### src/rtl/dma2d_pkg.sv
package dma2d_pkg;

  typedef enum logic [2:0] {
    S_IDLE = 3'd0,
    S_ARM  = 3'd1,
    S_REQ  = 3'd2,
    S_WAIT = 3'd3,
    S_DESC = 3'd4
  } seq_state_e;

  // Element-size code to bytes: 0 -> 1, 1 -> 2, 2/3 -> 4
  function automatic logic [3:0] elem_bytes(input logic [1:0] code);
    case (code)
      2'd0:    return 4'd1;
      2'd1:    return 4'd2;
      default: return 4'd4;
    endcase
  endfunction

endpackage

### src/rtl/dma2d_retry.sv
module dma2d_retry #(
  parameter int GAP = 5
) (
  input  logic clk,
  input  logic rst_n,
  input  logic start,
  output logic expired
);
  localparam int TW = $clog2(GAP + 1);

  logic [TW-1:0] cnt_q;

  always_ff @(posedge clk or negedge rst_n) begin
    if (!rst_n)             cnt_q <= '0;
    else if (start)         cnt_q <= TW'(GAP - 1);
    else if (cnt_q != '0)   cnt_q <= cnt_q - 1'b1;
  end

  assign expired = (cnt_q == '0);

endmodule

### src/rtl/dma2d_datapath.sv
module dma2d_datapath #(
  parameter int AW = 32,
  parameter int CW = 16,
  parameter int MW = 16
) (
  input  logic                 clk,
  input  logic                 rst_n,
  input  logic                 load,
  input  logic                 step,
  input  logic                 row_step,
  input  logic [AW-1:0]        cfg_start,
  input  logic [CW-1:0]        cfg_xcnt,
  input  logic signed [MW-1:0] cfg_xmod,
  input  logic [CW-1:0]        cfg_ycnt,
  input  logic signed [MW-1:0] cfg_ymod,
  input  logic                 cfg_2d,
  input  logic                 cfg_stop,
  input  logic                 cfg_wr,
  input  logic [1:0]           cfg_esize,
  input  logic                 cfg_irq_en,
  input  logic [3:0]           mv_bytes,
  output logic [AW-1:0]        cur_addr,
  output logic [CW-1:0]        cur_x,
  output logic [CW-1:0]        cur_y,
  output logic                 lat_wr,
  output logic [1:0]           lat_esize,
  output logic                 lat_stop,
  output logic                 lat_irq_en,
  output logic                 last_x,
  output logic                 more_rows,
  output logic                 cfg_misaligned,
  output logic                 rsp_zero,
  output logic                 rsp_ok
);
  import dma2d_pkg::*;

  logic signed [MW-1:0] xmod_q, ymod_q;
  logic [CW-1:0]        xcnt_q;
  logic                 two_d_q;

  function automatic logic [AW-1:0] sext(input logic signed [MW-1:0] m);
    logic signed [AW-1:0] w;
    w = AW'(m);
    return w;
  endfunction

  function automatic logic [CW-1:0] eff_count(input logic [CW-1:0] c);
    return (c == '0) ? '1 : c;
  endfunction

  function automatic logic [AW-1:0] elem_next(input logic [AW-1:0] a,
                                              input logic signed [MW-1:0] xm);
    return a + sext(xm);
  endfunction

  // Row end: undo the X stride of the last element, then apply the Y stride
  function automatic logic [AW-1:0] row_next(input logic [AW-1:0] a,
                                             input logic signed [MW-1:0] xm,
                                             input logic signed [MW-1:0] ym);
    logic [AW-1:0] post;
    post = elem_next(a, xm);
    return post - sext(xm) + sext(ym);
  endfunction

  function automatic logic misaligned(input logic [AW-1:0] a, input logic [1:0] code);
    case (code)
      2'd0:    return 1'b0;
      2'd1:    return a[0];
      default: return |a[1:0];
    endcase
  endfunction

  always_ff @(posedge clk or negedge rst_n) begin
    if (!rst_n) begin
      cur_addr   <= '0;
      cur_x      <= '0;
      cur_y      <= '0;
      xmod_q     <= '0;
      ymod_q     <= '0;
      xcnt_q     <= '0;
      two_d_q    <= 1'b0;
      lat_stop   <= 1'b0;
      lat_wr     <= 1'b0;
      lat_esize  <= 2'd0;
      lat_irq_en <= 1'b0;
    end else if (load) begin
      cur_addr   <= cfg_start;
      cur_x      <= eff_count(cfg_xcnt);
      cur_y      <= eff_count(cfg_ycnt);
      xmod_q     <= cfg_xmod;
      ymod_q     <= cfg_ymod;
      xcnt_q     <= cfg_xcnt;
      two_d_q    <= cfg_2d;
      lat_stop   <= cfg_stop;
      lat_wr     <= cfg_wr;
      lat_esize  <= cfg_esize;
      lat_irq_en <= cfg_irq_en;
    end else if (step) begin
      if (row_step) begin
        cur_addr <= row_next(cur_addr, xmod_q, ymod_q);
        cur_x    <= eff_count(xcnt_q);
        cur_y    <= cur_y - 1'b1;
      end else begin
        cur_addr <= elem_next(cur_addr, xmod_q);
        cur_x    <= cur_x - 1'b1;
      end
    end
  end

  assign last_x         = (cur_x == CW'(1));
  assign more_rows      = two_d_q && (cur_y > CW'(1));
  assign cfg_misaligned = misaligned(cfg_start, cfg_esize);
  assign rsp_zero       = (mv_bytes == 4'd0);
  assign rsp_ok         = (mv_bytes == elem_bytes(lat_esize));

  AST_ROW_ADDR: assert property (@(posedge clk) disable iff (!rst_n)
    (step && row_step && !load) |=> (cur_addr == $past(cur_addr + sext(ymod_q))));

  AST_ROW_Y_DECR: assert property (@(posedge clk) disable iff (!rst_n)
    (step && row_step && !load) |=> (cur_y == $past(cur_y) - 1'b1));

endmodule

### src/rtl/dma2d_ctrl.sv
module dma2d_ctrl (
  input  logic clk,
  input  logic rst_n,
  input  logic go,
  input  logic en,
  input  logic desc_ack,
  input  logic cfg_misaligned,
  input  logic mv_ready,
  input  logic rsp_zero,
  input  logic rsp_ok,
  input  logic last_x,
  input  logic more_rows,
  input  logic lat_stop,
  input  logic lat_irq_en,
  input  logic timer_expired,
  output logic load,
  output logic step,
  output logic row_step,
  output logic timer_start,
  output logic mv_valid,
  output logic desc_req,
  output logic busy,
  output logic done,
  output logic err,
  output logic irq
);
  import dma2d_pkg::*;

  seq_state_e state_q, state_d, resume;
  logic accept, good, bad, stall, row_end, final_row;

  assign mv_valid  = (state_q == S_REQ);
  assign desc_req  = (state_q == S_DESC);
  assign busy      = (state_q != S_IDLE);
  assign accept    = mv_valid && mv_ready;
  assign good      = accept && rsp_ok;
  assign bad       = accept && !rsp_zero && !rsp_ok;
  assign stall     = accept && rsp_zero;
  assign row_end   = good && last_x;
  assign final_row = row_end && !more_rows;
  assign resume    = en ? S_REQ : S_ARM;

  always_comb begin
    state_d     = state_q;
    load        = 1'b0;
    step        = 1'b0;
    row_step    = 1'b0;
    timer_start = 1'b0;
    case (state_q)
      S_IDLE: if (go && !cfg_misaligned) begin
        load    = 1'b1;
        state_d = resume;
      end
      S_ARM: if (en) state_d = S_REQ;
      S_REQ: begin
        if (stall) begin
          timer_start = 1'b1;
          state_d     = S_WAIT;
        end else if (bad) begin
          state_d = S_IDLE;
        end else if (good) begin
          step     = 1'b1;
          row_step = row_end && more_rows;
          if (final_row) state_d = lat_stop ? S_IDLE : S_DESC;
          else           state_d = resume;
        end
      end
      S_WAIT: if (timer_expired) state_d = resume;
      S_DESC: if (desc_ack) begin
        if (cfg_misaligned) state_d = S_IDLE;
        else begin
          load    = 1'b1;
          state_d = resume;
        end
      end
      default: state_d = S_IDLE;
    endcase
  end

  always_ff @(posedge clk or negedge rst_n) begin
    if (!rst_n) begin
      state_q <= S_IDLE;
      done    <= 1'b0;
      err     <= 1'b0;
      irq     <= 1'b0;
    end else begin
      state_q <= state_d;
      irq     <= row_end && lat_irq_en;
      if (state_q == S_IDLE && go) begin
        done <= 1'b0;
        err  <= cfg_misaligned;
      end else begin
        if (final_row && lat_stop) done <= 1'b1;
        if (bad || (state_q == S_DESC && desc_ack && cfg_misaligned)) err <= 1'b1;
      end
    end
  end

  AST_EN_GATES_ISSUE: assert property (@(posedge clk) disable iff (!rst_n)
    $rose(mv_valid) |-> $past(en));

  AST_DESC_HOLD: assert property (@(posedge clk) disable iff (!rst_n)
    (desc_req && !desc_ack) |=> desc_req);

endmodule

### src/rtl/dma2d_seq.sv
module dma2d_seq #(
  parameter int AW        = 32,
  parameter int CW        = 16,
  parameter int MW        = 16,
  parameter int RETRY_GAP = 8
) (
  input  logic                 clk,
  input  logic                 rst_n,
  input  logic                 go,
  input  logic                 en,
  input  logic [AW-1:0]        cfg_start,
  input  logic [CW-1:0]        cfg_xcnt,
  input  logic signed [MW-1:0] cfg_xmod,
  input  logic [CW-1:0]        cfg_ycnt,
  input  logic signed [MW-1:0] cfg_ymod,
  input  logic                 cfg_2d,
  input  logic                 cfg_stop,
  input  logic                 cfg_wr,
  input  logic [1:0]           cfg_esize,
  input  logic                 cfg_irq_en,
  output logic                 desc_req,
  input  logic                 desc_ack,
  output logic                 mv_valid,
  input  logic                 mv_ready,
  output logic [AW-1:0]        mv_addr,
  output logic                 mv_wr,
  output logic [1:0]           mv_esize,
  input  logic [3:0]           mv_bytes,
  output logic                 busy,
  output logic                 done,
  output logic                 err,
  output logic                 irq,
  output logic [CW-1:0]        cur_x,
  output logic [CW-1:0]        cur_y
);
  logic load, step, row_step, timer_start, timer_expired;
  logic lat_stop, lat_irq_en, last_x, more_rows;
  logic cfg_misaligned, rsp_zero, rsp_ok;

  dma2d_datapath #(.AW(AW), .CW(CW), .MW(MW)) u_dp (
    .clk(clk), .rst_n(rst_n), .load(load), .step(step), .row_step(row_step),
    .cfg_start(cfg_start), .cfg_xcnt(cfg_xcnt), .cfg_xmod(cfg_xmod),
    .cfg_ycnt(cfg_ycnt), .cfg_ymod(cfg_ymod), .cfg_2d(cfg_2d),
    .cfg_stop(cfg_stop), .cfg_wr(cfg_wr), .cfg_esize(cfg_esize),
    .cfg_irq_en(cfg_irq_en), .mv_bytes(mv_bytes),
    .cur_addr(mv_addr), .cur_x(cur_x), .cur_y(cur_y),
    .lat_wr(mv_wr), .lat_esize(mv_esize), .lat_stop(lat_stop),
    .lat_irq_en(lat_irq_en), .last_x(last_x), .more_rows(more_rows),
    .cfg_misaligned(cfg_misaligned), .rsp_zero(rsp_zero), .rsp_ok(rsp_ok)
  );

  dma2d_retry #(.GAP(RETRY_GAP)) u_retry (
    .clk(clk), .rst_n(rst_n), .start(timer_start), .expired(timer_expired)
  );

  dma2d_ctrl u_ctrl (
    .clk(clk), .rst_n(rst_n), .go(go), .en(en), .desc_ack(desc_ack),
    .cfg_misaligned(cfg_misaligned), .mv_ready(mv_ready),
    .rsp_zero(rsp_zero), .rsp_ok(rsp_ok), .last_x(last_x),
    .more_rows(more_rows), .lat_stop(lat_stop), .lat_irq_en(lat_irq_en),
    .timer_expired(timer_expired), .load(load), .step(step),
    .row_step(row_step), .timer_start(timer_start), .mv_valid(mv_valid),
    .desc_req(desc_req), .busy(busy), .done(done), .err(err), .irq(irq)
  );

  AST_REQ_HOLD: assert property (@(posedge clk) disable iff (!rst_n)
    (mv_valid && !mv_ready) |=> (mv_valid && $stable(mv_addr)));

  AST_ELEM_COUNT: assert property (@(posedge clk) disable iff (!rst_n)
    (mv_valid && mv_ready && rsp_ok && cur_x > CW'(1)) |=> (cur_x == $past(cur_x) - 1'b1));

  AST_STALL_FREEZE: assert property (@(posedge clk) disable iff (!rst_n)
    (mv_valid && mv_ready && rsp_zero) |=>
      ($stable(mv_addr) && $stable(cur_x) && $stable(cur_y) && !mv_valid));

  AST_IRQ_AFTER_ROW: assert property (@(posedge clk) disable iff (!rst_n)
    irq |-> $past(mv_valid && mv_ready && rsp_ok && cur_x == CW'(1)));

  AST_DONE_NOT_BUSY: assert property (@(posedge clk) disable iff (!rst_n)
    done |-> !busy);

  AST_ERR_HALTS: assert property (@(posedge clk) disable iff (!rst_n)
    (mv_valid && mv_ready && !rsp_zero && !rsp_ok) |=> (err && !busy && !mv_valid));

endmodule

### config.mk
export PLATFORM = sky130hd
export DESIGN_NAME = dma2d_seq
export DESIGN_NICKNAME = d
export VERILOG_FILES = /design/src/rtl/dma2d_pkg.sv /design/src/rtl/dma2d_retry.sv /design/src/rtl/dma2d_datapath.sv /design/src/rtl/dma2d_ctrl.sv /design/src/rtl/dma2d_seq.sv
export SDC_FILE = /design/constraint.sdc
export NUM_CORES = 1
export LEC_CHECK = 0
export BUFFER_PORTS_ARGS = -buffer_cell sky130_fd_sc_hd__buf_2
export CAP_MARGIN = 30
export CORE_ASPECT_RATIO = 0.7
export CORE_MARGIN = 4
export CORE_UTILIZATION = 50
export CTS_CLUSTER_SIZE = 14
export DETAILED_ROUTE_END_ITERATION = 10
export GPL_TIMING_DRIVEN = 0
export PLACE_DENSITY = 0.75
export SYNTH_ARGS = -nofsm -noshare
export SYNTH_HDL_FRONTEND = slang
export SYNTH_SLANG_ARGS = --single-unit
### constraint.sdc
create_clock -name clk -period 10.9 [get_ports clk]
set_clock_uncertainty 0.05 [all_clocks]
set_input_delay 1.09 -clock clk [delete_from_list [all_inputs] [get_ports clk]]
set_output_delay 1.09 -clock clk [all_outputs]
set_load 0.05 [all_outputs]
==> results of run 1 <==
==> flip-flops by register name (all words and copies together), names as in the netlist, 2 cells and up <==
register,count
u_ctrl.state_q,3
u_dp.lat_esize,2
u_dp.xcnt_q,16
u_dp.ymod_q,16
u_dp.cur_addr,32
u_dp.cur_y,16
u_dp.xmod_q,16
u_retry.cnt_q,4
u_dp.cur_x,16
==> path summary, 6_finish.rpt <==
check | from | endpoint | slack, ns | depth (start not counted)
setup / recovery | u_dp.cur_addr[0]$_DFFE_PN0P_ | u_dp.cur_addr[31]$_DFFE_PN0P_ | 4.65 | 20
hold / removal | u_dp.lat_irq_en$_DFFE_PN0P_ | u_ctrl.irq$_DFF_PN0_ | 0.42 | 1
setup reg to reg | u_dp.cur_addr[0]$_DFFE_PN0P_ | u_dp.cur_addr[31]$_DFFE_PN0P_ | 4.65 | 20
hold reg to reg | u_dp.lat_irq_en$_DFFE_PN0P_ | u_ctrl.irq$_DFF_PN0_ | 0.42 | 1
max in group asynchronous | rst_n | u_dp.ymod_q[12]$_DFFE_PN0P_ | 9.48 | 2
min in group asynchronous | rst_n | u_ctrl.state_q[0]$_DFFE_PN0P_ | 0.53 | 1
==> cell families (layout without fill, tap and decap cells) <==
| group | Yosys count | after routing | share of synthesized area |
|---|---|---|---|
| XOR/XNOR | 81 | 81 | 0.0716 |
| other | 0 | 1 | 0 |
| AO/OA/AOI/OAI | 351 | 351 | 0.218 |
| flip-flops | 128 | 128 | 0.317 |
| AND/OR/NAND/NOR | 454 | 454 | 0.203 |
| multiplexers | 3 | 3 | 0.00310 |
| adder cells (fa/ha/maj) | 100 | 100 | 0.148 |
| buffers and inverters | 97 | 317 | 0.0395 |
==> layer usage <==
layer	wire length [um]	track usage	share of wire
met4	552	0.0786	0.016
met5	7	0	0.00020
met3	4400	0.0903	0.13
met1	15500	0.464	0.45
met2	14100	0.417	0.41
==> worst register-to-register path: cells and delay by family (launching register included) <==
family	cells	cell delay, ns
flops	1	0.42
xor+xnor	2	0.35
compound gates	10	2.93
simple gates	4	0.78
fa+ha+maj	4	1.61
==> cells in the final DEF, fill, tap and decap left out, drive strengths merged, types with 15 or more instances in the layout <==
| cell | n |
|---|---|
| xnor2 | 49 |
| buf | 198 |
| nor4 | 22 |
| a21oi | 110 |
| o21ai | 83 |
| nand2 | 217 |
| nor3 | 38 |
| ha | 68 |
| inv | 54 |
| dfrtp | 128 |
| clkbuf | 58 |
| fa | 32 |
| a31oi | 16 |
| a211oi | 15 |
| xor2 | 31 |
| a21o | 29 |
| nor2 | 92 |
==> through the flow <==
step / cells / hold slack [ns] / area [um2] / utilization
global placement: 1668 / 0.400 / 11400 / 0.572
finish: 1705 / 0.415 / 12000 / 0.607
detailed placement: 1671 / 0.406 / 11400 / 0.576
floorplan: 1214 / 0.387 / 10100 / -
CTS: 1703 / 0.419 / 12000 / 0.606
global route: 1705 / 0.453 / 12000 / 0.607
==> area by class of cell <==
cell class / count / area [um2] / share of cell area
Multi-Input combinational cell: 989 / 6500 / 0.540
Inverter: 46 / 173 / 0.0143
Timing Repair Buffer: 188 / 1000 / 0.0830
Clock buffer: 17 / 425 / 0.0353
Tap cell: 270 / 338 / 0.0280
Buffer: 51 / 226 / 0.0188
Clock inverter: 15 / 174 / 0.0144
Antenna cell: 1 / 2.50 / 0.000208
Sequential cell: 128 / 3200 / 0.266
==> cells in the mapped netlist, drive strengths merged (7+ instances only) <==
master	n	share of area
a211oi	15	0.011
a21o	29	0.022
a21oi	110	0.054
a22oi	11	0.0082
a31oi	16	0.0099
and3	13	0.0080
buf	10	0.0072
clkbuf	41	0.015
dfrtp	128	0.32
fa	32	0.063
ha	68	0.084
inv	46	0.017
nand2	217	0.081
nand2b	14	0.0087
nand3	13	0.0064
nor2	92	0.034
nor2b	8	0.0050
nor3	38	0.019
nor4	22	0.014
o21a	12	0.0089
o21ai	83	0.041
o21bai	7	0.0052
o22ai	14	0.0087
o311ai	10	0.0087
xnor2	49	0.042
xor2	31	0.027
==> impl_summary.log, run 1 <==
[metrics] nature of the critical path endpoint: flip-flop
[metrics] clock insertion delay at the later pin of the skew report: 0.44 ns
[metrics] sinks on the clock net: 128
[metrics] cell with the largest stage delay on the worst path: sky130_fd_sc_hd__a211oi_1
[metrics] total gr overflow: 0
[metrics] maximum fanout count along the critical path: 7
[metrics] sequential area share after synthesis: 0.317
[metrics] total count of max-transition violations in the final report: 0
[metrics] actual slew at the worst max-slew pin: 0.933 ns
[metrics] number of design-rule violations left by the first detailed-router iteration: 1283
[metrics] estimated wirelength of the detail-placed design: 26400 um
[metrics] Hold Buf Count CTS: 0
[metrics] Layout fillers: 1801
[metrics] total nets after synthesis: 1426
[metrics] data required time of the worst path: 11.15 ns
[metrics] unrepaired setup endpoints after global routing: false
[metrics] number of antenna-violating nets in the routed design: 0
[metrics] cell row count: 43
[metrics] share of the clock period used by the worst path: 0.574
[metrics] GRT Resource Usage Total: 0.304
[metrics] Resized cells post-CTS: 0
[metrics] post-CTS repair timing setup buffer count: 0
[metrics] crit start category: flip-flop
[metrics] clock root cell: sky130_fd_sc_hd__clkbuf_16
[metrics] # Max-Cap Violations: 0
[metrics] drt wl/cell: 20.3 um
[metrics] DR vias/cell: 6.01
[metrics] cts bufs inserted: 17
[metrics] Total Die Area: 22600 um2
[metrics] vias in the first global route: 9717
[metrics] global-route wire length before repair: 53700 um
[metrics] iteration count of the initial detailed-routing pass: 6
[metrics] initial cell density of the core: 0.509
[metrics] result of the run: completed
[metrics] depth of the CTS H-tree: 4
[metrics] achievable clock frequency: 0.160 GHz
[metrics] CP Data Arrival Time: 6.50 ns
[metrics] CTS tree: done
[metrics] final setup margin: 4.65 ns
[metrics] Post-synth EDFFs: 0
[metrics] buffers from clock root to sink, at most: 2
[metrics] final wirelength: 34600 um
[metrics] synthesized cell area: 10100 um2
[metrics] largest stage delay on the critical path: 0.60 ns
[metrics] total count of hold-check failures in the final report: 0
[metrics] floorplan core area: 19900 um2
[metrics] worst max-slew margin expressed relative to the limit: 0.378
[metrics] final critical-path required period: 6.25 ns
[metrics] synthesized flop and latch total: 128
[metrics] worst slack at placement: 4.86 ns
[metrics] vias after detailed routing: 10200
[metrics] number of buffer cells added on primary ports: 184
[metrics] number of instances in the synthesized netlist: 1214
[metrics] fraction of layout instances using a drive strength above 1: 0.167
[metrics] Synth cell types: 71
[metrics] average instance area after synthesis: 8.32 um2
[metrics] largest net degree at the start of global routing: 82
[metrics] family with the most delay on the worst path: compound AO/OA/AOI/OAI gates
[metrics] height of the chip: 127 um
[metrics] Buf+Inv Stages, Crit Path: 0
[metrics] Die W: 178 um
[metrics] Yosys warnings: 0
[metrics] class of the tightest hold or removal check: reg -> reg
[metrics] # IOs: 185
[metrics] Setup Crit Path Kind: reg -> reg
[metrics] total negative slack: 0 ns
[metrics] Layout area overhead: 19.2%
[metrics] antenna violations before repair: 2
[metrics] layout net count: 1633
[metrics] async set or reset register ratio after synthesis: 1.00
[metrics] routability-driven placement congestion ratio: 0.956
[metrics] primary flip-flop cell chosen by synthesis mapping: sky130_fd_sc_hd__dfrtp_1
[metrics] number of design rule violations left after detail routing: 0
[metrics] final number of setup-violating endpoints: 0
[metrics] clock transition time at the flip-flop clock pins of the worst setup and hold paths: 0.07 ns
[metrics] cells along the critical path: ha_1 -> fa_1 -> a211oi_1 -> nor4_1 -> o21ba_2 -> o21a_1 -> nor2_1 -> xnor2_1 -> fa_1 -> ha_1 -> and4_1 -> and3_1 -> a221oi_1 -> a21boi_0 -> o22ai_1 -> o211ai_1 -> a21oi_1 -> a31oi_1 -> xnor2_1 -> o21ai_0
Power of run 1 is left out: the tool's default activity adds up to more than one toggle a clock period on the data nets, which glitch-free logic cannot reach.
==> inputs of run 2 (changes only) <==
--- a/config.mk
+++ b/config.mk
@@ -13,7 +13,7 @@
 export CTS_CLUSTER_SIZE = 14
 export DETAILED_ROUTE_END_ITERATION = 10
 export GPL_TIMING_DRIVEN = 0
-export PLACE_DENSITY = 0.75
+export PLACE_DENSITY = 0.78
 export SYNTH_ARGS = -nofsm -noshare
 export SYNTH_HDL_FRONTEND = slang
 export SYNTH_SLANG_ARGS = --single-unit
==> constraint.sdc (replaced) <==
create_clock -name clk -period 5.4 [get_ports clk]
set_clock_uncertainty 0.05 [all_clocks]
set_input_delay 0.54 -clock clk [delete_from_list [all_inputs] [get_ports clk]]
set_output_delay 0.54 -clock clk [all_outputs]
set_load 0.05 [all_outputs]
==> run 2 against run 1 <==
Sequential share of layout area decreased by 0.93 points. Wire length increased by 2.6%. Clock-buffer cell count increased by 1. Critical path type unchanged.
==> impl_summary.log, run 2 (same netlist as run 1, synthesis figures left out) <==
[metrics] Worst path depth: 21
[metrics] number of antenna-violating nets in the routed design: 0
[metrics] Layout fillers: 1702
[metrics] maximum fanout count along the critical path: 6
[metrics] final core utilization: 0.629
[metrics] cell with the largest stage delay on the worst path: sky130_fd_sc_hd__dfrtp_1
[metrics] cells along the critical path: ha_2 -> fa_2 -> a211oi_4 -> o21bai_1 -> a21oi_2 -> o21a_1 -> o21ai_0 -> a21oi_1 -> xnor2_1 -> fa_2 -> ha_4 -> and4_4 -> o2111ai_1 -> a211oi_2 -> o21ai_1 -> o211ai_1 -> a221oi_4 -> o41ai_4 -> a31oi_1 -> xor2_1 -> a211oi_2
[metrics] family with the most delay on the worst path: compound AO/OA/AOI/OAI gates
[metrics] vias after detailed routing: 10400
[metrics] worst max-slew margin expressed relative to the limit: 0.361
[metrics] sinks on the clock net: 128
[metrics] floorplan core area: 19900 um2
[metrics] largest net degree at the start of global routing: 90
[metrics] Multi-input gate area: 6850 um2
[metrics] estimated wirelength of the detail-placed design: 26300 um
[metrics] register cell area after layout: 3200 um2
[metrics] Setup Crit Path Kind: reg -> reg
[metrics] cell row count: 43
[metrics] highest-count cells in the layout ignoring fill and taps: sky130_fd_sc_hd__nand2_1, sky130_fd_sc_hd__buf_2, sky130_fd_sc_hd__dfrtp_1
[metrics] drt wl/cell: 20.6 um
[metrics] Buf+Inv Stages, Crit Path: 0
[metrics] Worst R2R Path Depth: 21
[metrics] actual slew at the worst max-slew pin: 0.959 ns
[metrics] DR vias/cell: 6.04
[metrics] final standard cell count with taps included and fillers excluded: 1718
[metrics] Largest register FFs: 32
[metrics] number of buffer cells added on primary ports: 184
[metrics] achievable clock frequency: 0.187 GHz
[metrics] layout net count: 1647
[metrics] depth of the CTS H-tree: 4
[metrics] worst reg2reg setup slack: 0.06 ns
[metrics] CTS tree: done
[metrics] CP Data Arrival Time: 5.63 ns
[metrics] final wirelength: 35500 um
[metrics] cts bufs inserted: 17
[metrics] metal1 wirelength: 15900 um
[metrics] clock transition time at the flip-flop clock pins of the worst setup and hold paths: 0.06 ns
[metrics] nature of the critical path endpoint: flip-flop
[metrics] final number of setup-violating endpoints: 0
[metrics] Min-Delay Path Depth: 3
[metrics] Biggest register: u_dp.cur_addr
[metrics] final critical-path required period: 5.34 ns
[metrics] number of inserted diodes: 0
[metrics] class of the tightest hold or removal check: in -> reg
[metrics] largest stage delay on the critical path: 0.41 ns
[metrics] final std cell area, no fill: 12500 um2
[metrics] fraction of layout instances using a drive strength above 1: 0.209
[metrics] clock root cell: sky130_fd_sc_hd__clkbuf_16
[metrics] data required time of the worst path: 5.69 ns
[metrics] placed cell area: 11400 um2
[metrics] initial cell density of the core: 0.509
[metrics] highest metal layer used by the detailed router: met4
[metrics] GRT Resource Usage Total: 0.307
[metrics] Layout area overhead: 23.5%
[metrics] total gr overflow: 0
[metrics] result of the run: completed
[metrics] clock insertion delay at the later pin of the skew report: 0.44 ns
[metrics] number of design rule violations left after detail routing: 0
[metrics] number of design-rule violations left by the first detailed-router iteration: 1161
[metrics] vias in the first global route: 9711
[metrics] number of placed cells counting well taps: 1671
[metrics] # IOs: 185
[metrics] total count of max-transition violations in the final report: 0
[metrics] crit start category: flip-flop
[metrics] routability-driven placement congestion ratio: 0.985
[metrics] antenna violations before repair: 0
[metrics] buffers from clock root to sink, at most: 2
[metrics] Total Die Area: 22600 um2
[metrics] height of the chip: 127 um
[metrics] most frequent standard cell in the layout excluding fill and tap cells: sky130_fd_sc_hd__nand2_1
[metrics] routed length on met3: 4120 um
[metrics] # Max-Cap Violations: 0
[metrics] iteration count of the initial detailed-routing pass: 6
[metrics] Met2 Routed Length: 14400 um
[metrics] global-route wire length before repair: 53900 um
[metrics] Die W: 178 um
[metrics] total count of hold-check failures in the final report: 0
[metrics] share of the clock period used by the worst path: 0.990
## run 2: area by class of cell
cell class                      instances  area share
Clock buffer                           18      0.0352
Multi-Input combinational cell        989       0.549
Clock inverter                         14      0.0115
Inverter                               46      0.0138
Sequential cell                       128       0.257
Timing Repair Buffer                  202      0.0891
Tap cell                              270      0.0271
Buffer                                 51      0.0181
## run 2: worst register-to-register path, stage by stage (launching register included)
cell and delay (ns):
sky130_fd_sc_hd__dfrtp_1 0.41, sky130_fd_sc_hd__ha_2 0.23, sky130_fd_sc_hd__fa_2 0.38, sky130_fd_sc_hd__a211oi_4 0.34, sky130_fd_sc_hd__o21bai_1 0.11, sky130_fd_sc_hd__a21oi_2 0.20
sky130_fd_sc_hd__o21a_1 0.20, sky130_fd_sc_hd__o21ai_0 0.11, sky130_fd_sc_hd__a21oi_1 0.21, sky130_fd_sc_hd__xnor2_1 0.15, sky130_fd_sc_hd__fa_2 0.40, sky130_fd_sc_hd__ha_4 0.32
sky130_fd_sc_hd__and4_4 0.25, sky130_fd_sc_hd__o2111ai_1 0.15, sky130_fd_sc_hd__a211oi_2 0.30, sky130_fd_sc_hd__o21ai_1 0.11, sky130_fd_sc_hd__o211ai_1 0.23, sky130_fd_sc_hd__a221oi_4 0.17
sky130_fd_sc_hd__o41ai_4 0.39, sky130_fd_sc_hd__a31oi_1 0.16, sky130_fd_sc_hd__xor2_1 0.18, sky130_fd_sc_hd__a211oi_2 0.20
## run 2: final timing paths
path | from | end
worst min register to register | u_dp.lat_irq_en$_DFFE_PN0P_ | u_dp.lat_irq_en$_DFFE_PN0P_
worst min-delay path | cfg_ymod[7] | u_dp.ymod_q[7]$_DFFE_PN0P_
max in group asynchronous | rst_n | u_dp.xmod_q[12]$_DFFE_PN0P_
worst max-delay path | u_dp.cur_addr[0]$_DFFE_PN0P_ | u_dp.cur_addr[30]$_DFFE_PN0P_
worst max register to register | u_dp.cur_addr[0]$_DFFE_PN0P_ | u_dp.cur_addr[30]$_DFFE_PN0P_
min in group asynchronous | rst_n | u_retry.cnt_q[0]$_DFFE_PN0P_
## run 2: stage by stage
stage / TNS [ns] / setup WS [ns] / hold WS (ns)
6_report: 0 / 0.0558 / 0.236
5_1_grt: -0.299 / -0.145 / 0.229
4_1_cts: 0 / 0.00583 / 0.228
3_5_place_dp: -4.61 / -0.625 / 0.406
3_3_place_gp: -4.40 / -0.576 / 0.400
2_1_floorplan: 0 / 0.111 / 0.194
## run 2: timing repair
action,in CTS,in global routing
resized for setup,24,44
gates cloned,0,0
setup buffers,0,14
endpoints found under the setup margin,13,12
hold endpoints to repair,39,0
hold buffers,1,0
pin swaps,4,29
## run 2: routing by layer
metal / track usage / up-vias
li1: - / 4755
met5: 0 / -
met3: 0.0980 / 87
met4: 0.0945 / 0
met2: 0.414 / 580
met1: 0.464 / 4948
Power of run 2 is left out for the same reason.
==> inputs of run 3 (changes only) <==
--- a/config.mk
+++ b/config.mk
@@ -12,7 +12,7 @@
 export CORE_UTILIZATION = 50
 export CTS_CLUSTER_SIZE = 14
 export DETAILED_ROUTE_END_ITERATION = 10
-export GPL_TIMING_DRIVEN = 0
+export GPL_ROUTABILITY_DRIVEN = 0
 export PLACE_DENSITY = 0.78
 export SYNTH_ARGS = -nofsm -noshare
 export SYNTH_HDL_FRONTEND = slang
==> run 3 against run 2 <==
Wire length down 10%. Final area decreased by 2.8%. Die area did not move. Utilization down 1.8 points. First-iteration DRC count decreased by 17%. Sequential share of layout area rose by 0.73 points. Highest routed layer unchanged. Clock-buffer cell count down 1. Non-clock buffer count down 35. Sequential cell count did not move.
==> impl_summary.log, run 3 (same netlist as run 1, synthesis figures left out) <==
[metrics] CP Data Arrival Time: 5.52 ns
[metrics] drt wl/cell: 18.9 um
[metrics] number of design-rule violations left by the first detailed-router iteration: 958
[metrics] buffers from clock root to sink, at most: 2
[metrics] Layout area overhead: 20.1%
[metrics] actual slew at the worst max-slew pin: 0.763 ns
[metrics] total gr overflow: 0
[metrics] largest stage delay on the critical path: 0.47 ns
[metrics] achievable clock frequency: 0.191 GHz
[metrics] antenna violations before repair: 0
[metrics] final wirelength: 31800 um
[metrics] worst reg2reg setup slack: 0.16 ns
[metrics] Multi-input gate area: 6660 um2
[metrics] vias in the first global route: 9328
[metrics] Layout fillers: 1727
[metrics] clock root cell: sky130_fd_sc_hd__clkbuf_16
[metrics] maximum fanout count along the critical path: 6
[metrics] fraction of layout instances using a drive strength above 1: 0.206
[metrics] DR vias/cell: 5.94
[metrics] start of the worst register-to-register path: u_dp.xmod_q[0]$_DFFE_PN0P_
[metrics] depth of the CTS H-tree: 4
[metrics] floorplan core area: 19900 um2
[metrics] crit start category: flip-flop
[metrics] result of the run: completed
[metrics] Worst R2R Path Depth: 24
[metrics] GRT Resource Usage Total: 0.276
[metrics] initial cell density of the core: 0.509
[metrics] layout net count: 1612
[metrics] cells along the critical path: ha_2 -> fa_2 -> a211oi_2 -> buf_4 -> nor4_1 -> o21ba_2 -> buf_4 -> o21a_1 -> nor2_2 -> xnor2_2 -> fa_1 -> ha_1 -> buf_4 -> o21ai_0 -> o21bai_1 -> a21o_1 -> a21oi_2 -> o211ai_1 -> a221oi_2 -> buf_4 -> o31ai_1 -> xnor2_1 -> nor2_1 -> o31ai_1
[metrics] most frequent standard cell in the layout excluding fill and tap cells: sky130_fd_sc_hd__nand2_1
[metrics] # Max-Cap Violations: 0
[metrics] final number of setup-violating endpoints: 0
[metrics] Die W: 178 um
[metrics] number of buffer cells added on primary ports: 184
[metrics] number of antenna-violating nets in the routed design: 0
[metrics] share of the clock period used by the worst path: 0.970
[metrics] register cell area after layout: 3200 um2
[metrics] sinks on the clock net: 128
[metrics] largest net degree at the start of global routing: 78
[metrics] Setup Crit Path Kind: reg -> reg
[metrics] number of design rule violations left after detail routing: 0
[metrics] cts bufs inserted: 17
[metrics] highest-count cells in the layout ignoring fill and taps: sky130_fd_sc_hd__nand2_1, sky130_fd_sc_hd__buf_2, sky130_fd_sc_hd__dfrtp_1
[metrics] Total Die Area: 22600 um2
[metrics] clock transition time at the flip-flop clock pins of the worst setup and hold paths: 0.06 ns
[metrics] clock insertion delay at the later pin of the skew report: 0.43 ns
[metrics] cell with the largest stage delay on the worst path: sky130_fd_sc_hd__fa_1
[metrics] # IOs: 185
[metrics] final setup margin: 0.161 ns
[metrics] number of inserted diodes: 0
[metrics] data required time of the worst path: 5.69 ns
[metrics] class of the tightest hold or removal check: in -> async
[metrics] cell row count: 43
[metrics] nature of the critical path endpoint: flip-flop
[metrics] Biggest register: u_dp.cur_addr
[metrics] Largest register FFs: 32
[metrics] worst max-slew margin expressed relative to the limit: 0.487
[metrics] R2R Path End: u_dp.cur_addr[24]$_DFFE_PN0P_
[metrics] total count of max-transition violations in the final report: 0
[metrics] final critical-path required period: 5.24 ns
[metrics] most frequent cell on the critical path: sky130_fd_sc_hd__buf_4
[metrics] iteration count of the initial detailed-routing pass: 7
[metrics] CTS tree: done
[metrics] global-route wire length before repair: 50000 um
[metrics] height of the chip: 127 um
[metrics] estimated wirelength of the detail-placed design: 23000 um
[metrics] worst slack at placement: -0.0227 ns
[metrics] total count of hold-check failures in the final report: 0
[metrics] vias after detailed routing: 9993
[run 3: area by class of cell]
cell class                      instances  area share
Multi-Input combinational cell        989       0.549
Sequential cell                       128       0.264
Timing Repair Buffer                  218      0.0988
Clock buffer                           17      0.0351
Tap cell                              270      0.0278
Inverter                               46      0.0142
Clock inverter                         15      0.0115
[run 3: how the worst max path moves through the flow]
stage,cells past startpoint,endpoint,from
CTS,23,u_dp.cur_addr[29]$_DFFE_PN0P_,u_dp.xmod_q[0]$_DFFE_PN0P_
detailed placement,23,u_dp.cur_addr[28]$_DFFE_PN0P_,u_dp.xmod_q[0]$_DFFE_PN0P_
floorplan,21,u_dp.cur_addr[31]$_DFFE_PN0P_,u_dp.cur_addr[0]$_DFFE_PN0P_
finish,24,u_dp.cur_addr[24]$_DFFE_PN0P_,u_dp.xmod_q[0]$_DFFE_PN0P_
global placement,23,u_dp.cur_addr[31]$_DFFE_PN0P_,u_dp.xmod_q[0]$_DFFE_PN0P_
global route,24,u_dp.cur_addr[24]$_DFFE_PN0P_,u_dp.xmod_q[0]$_DFFE_PN0P_
[run 3: per-stage QoR]
stage,hold WS (ns),area [um2],TNS (ns),instances,util
2_1_floorplan,0.194,10100,0,1214,-
3_3_place_gp,0.401,11400,0,1649,0.575
3_5_place_dp,0.409,11400,-0.0293,1649,0.575
4_1_cts,0.130,12000,0,1681,0.604
5_1_grt,0.168,12100,-0.180,1683,0.611
6_report,0.107,12100,0,1683,0.611
[run 3: per-layer routing]
layer / part of all wire / wire length, um / up-vias / global-route usage
met5: 0 / 0 / - / 0
met3: 0.097 / 3090 / 36 / 0.0643
met2: 0.42 / 13200 / 497 / 0.388
met4: 0.014 / 444 / 0 / 0.0664
met1: 0.47 / 15000 / 4747 / 0.429
li1: - / - / 4713 / -
[run 3: repair_timing]
action,4_1_cts,5_1_grt
gates resized for setup,6,25
pin swaps,0,9
endpoints found under the hold margin,0,0
endpoints found under the setup margin,7,15
buffers inserted,0,1
hold buffers,0,0
[run 3: worst max-delay path: cells and delay by family (launching register included)]
family,cells,cell delay (ns)
compound gates,11,2.13
fa+ha+maj,4,1.36
simple gates,3,0.23
buf+inv,4,0.64
xor+xnor,2,0.31
flops,1,0.40
Power of run 3 is left out for the same reason.
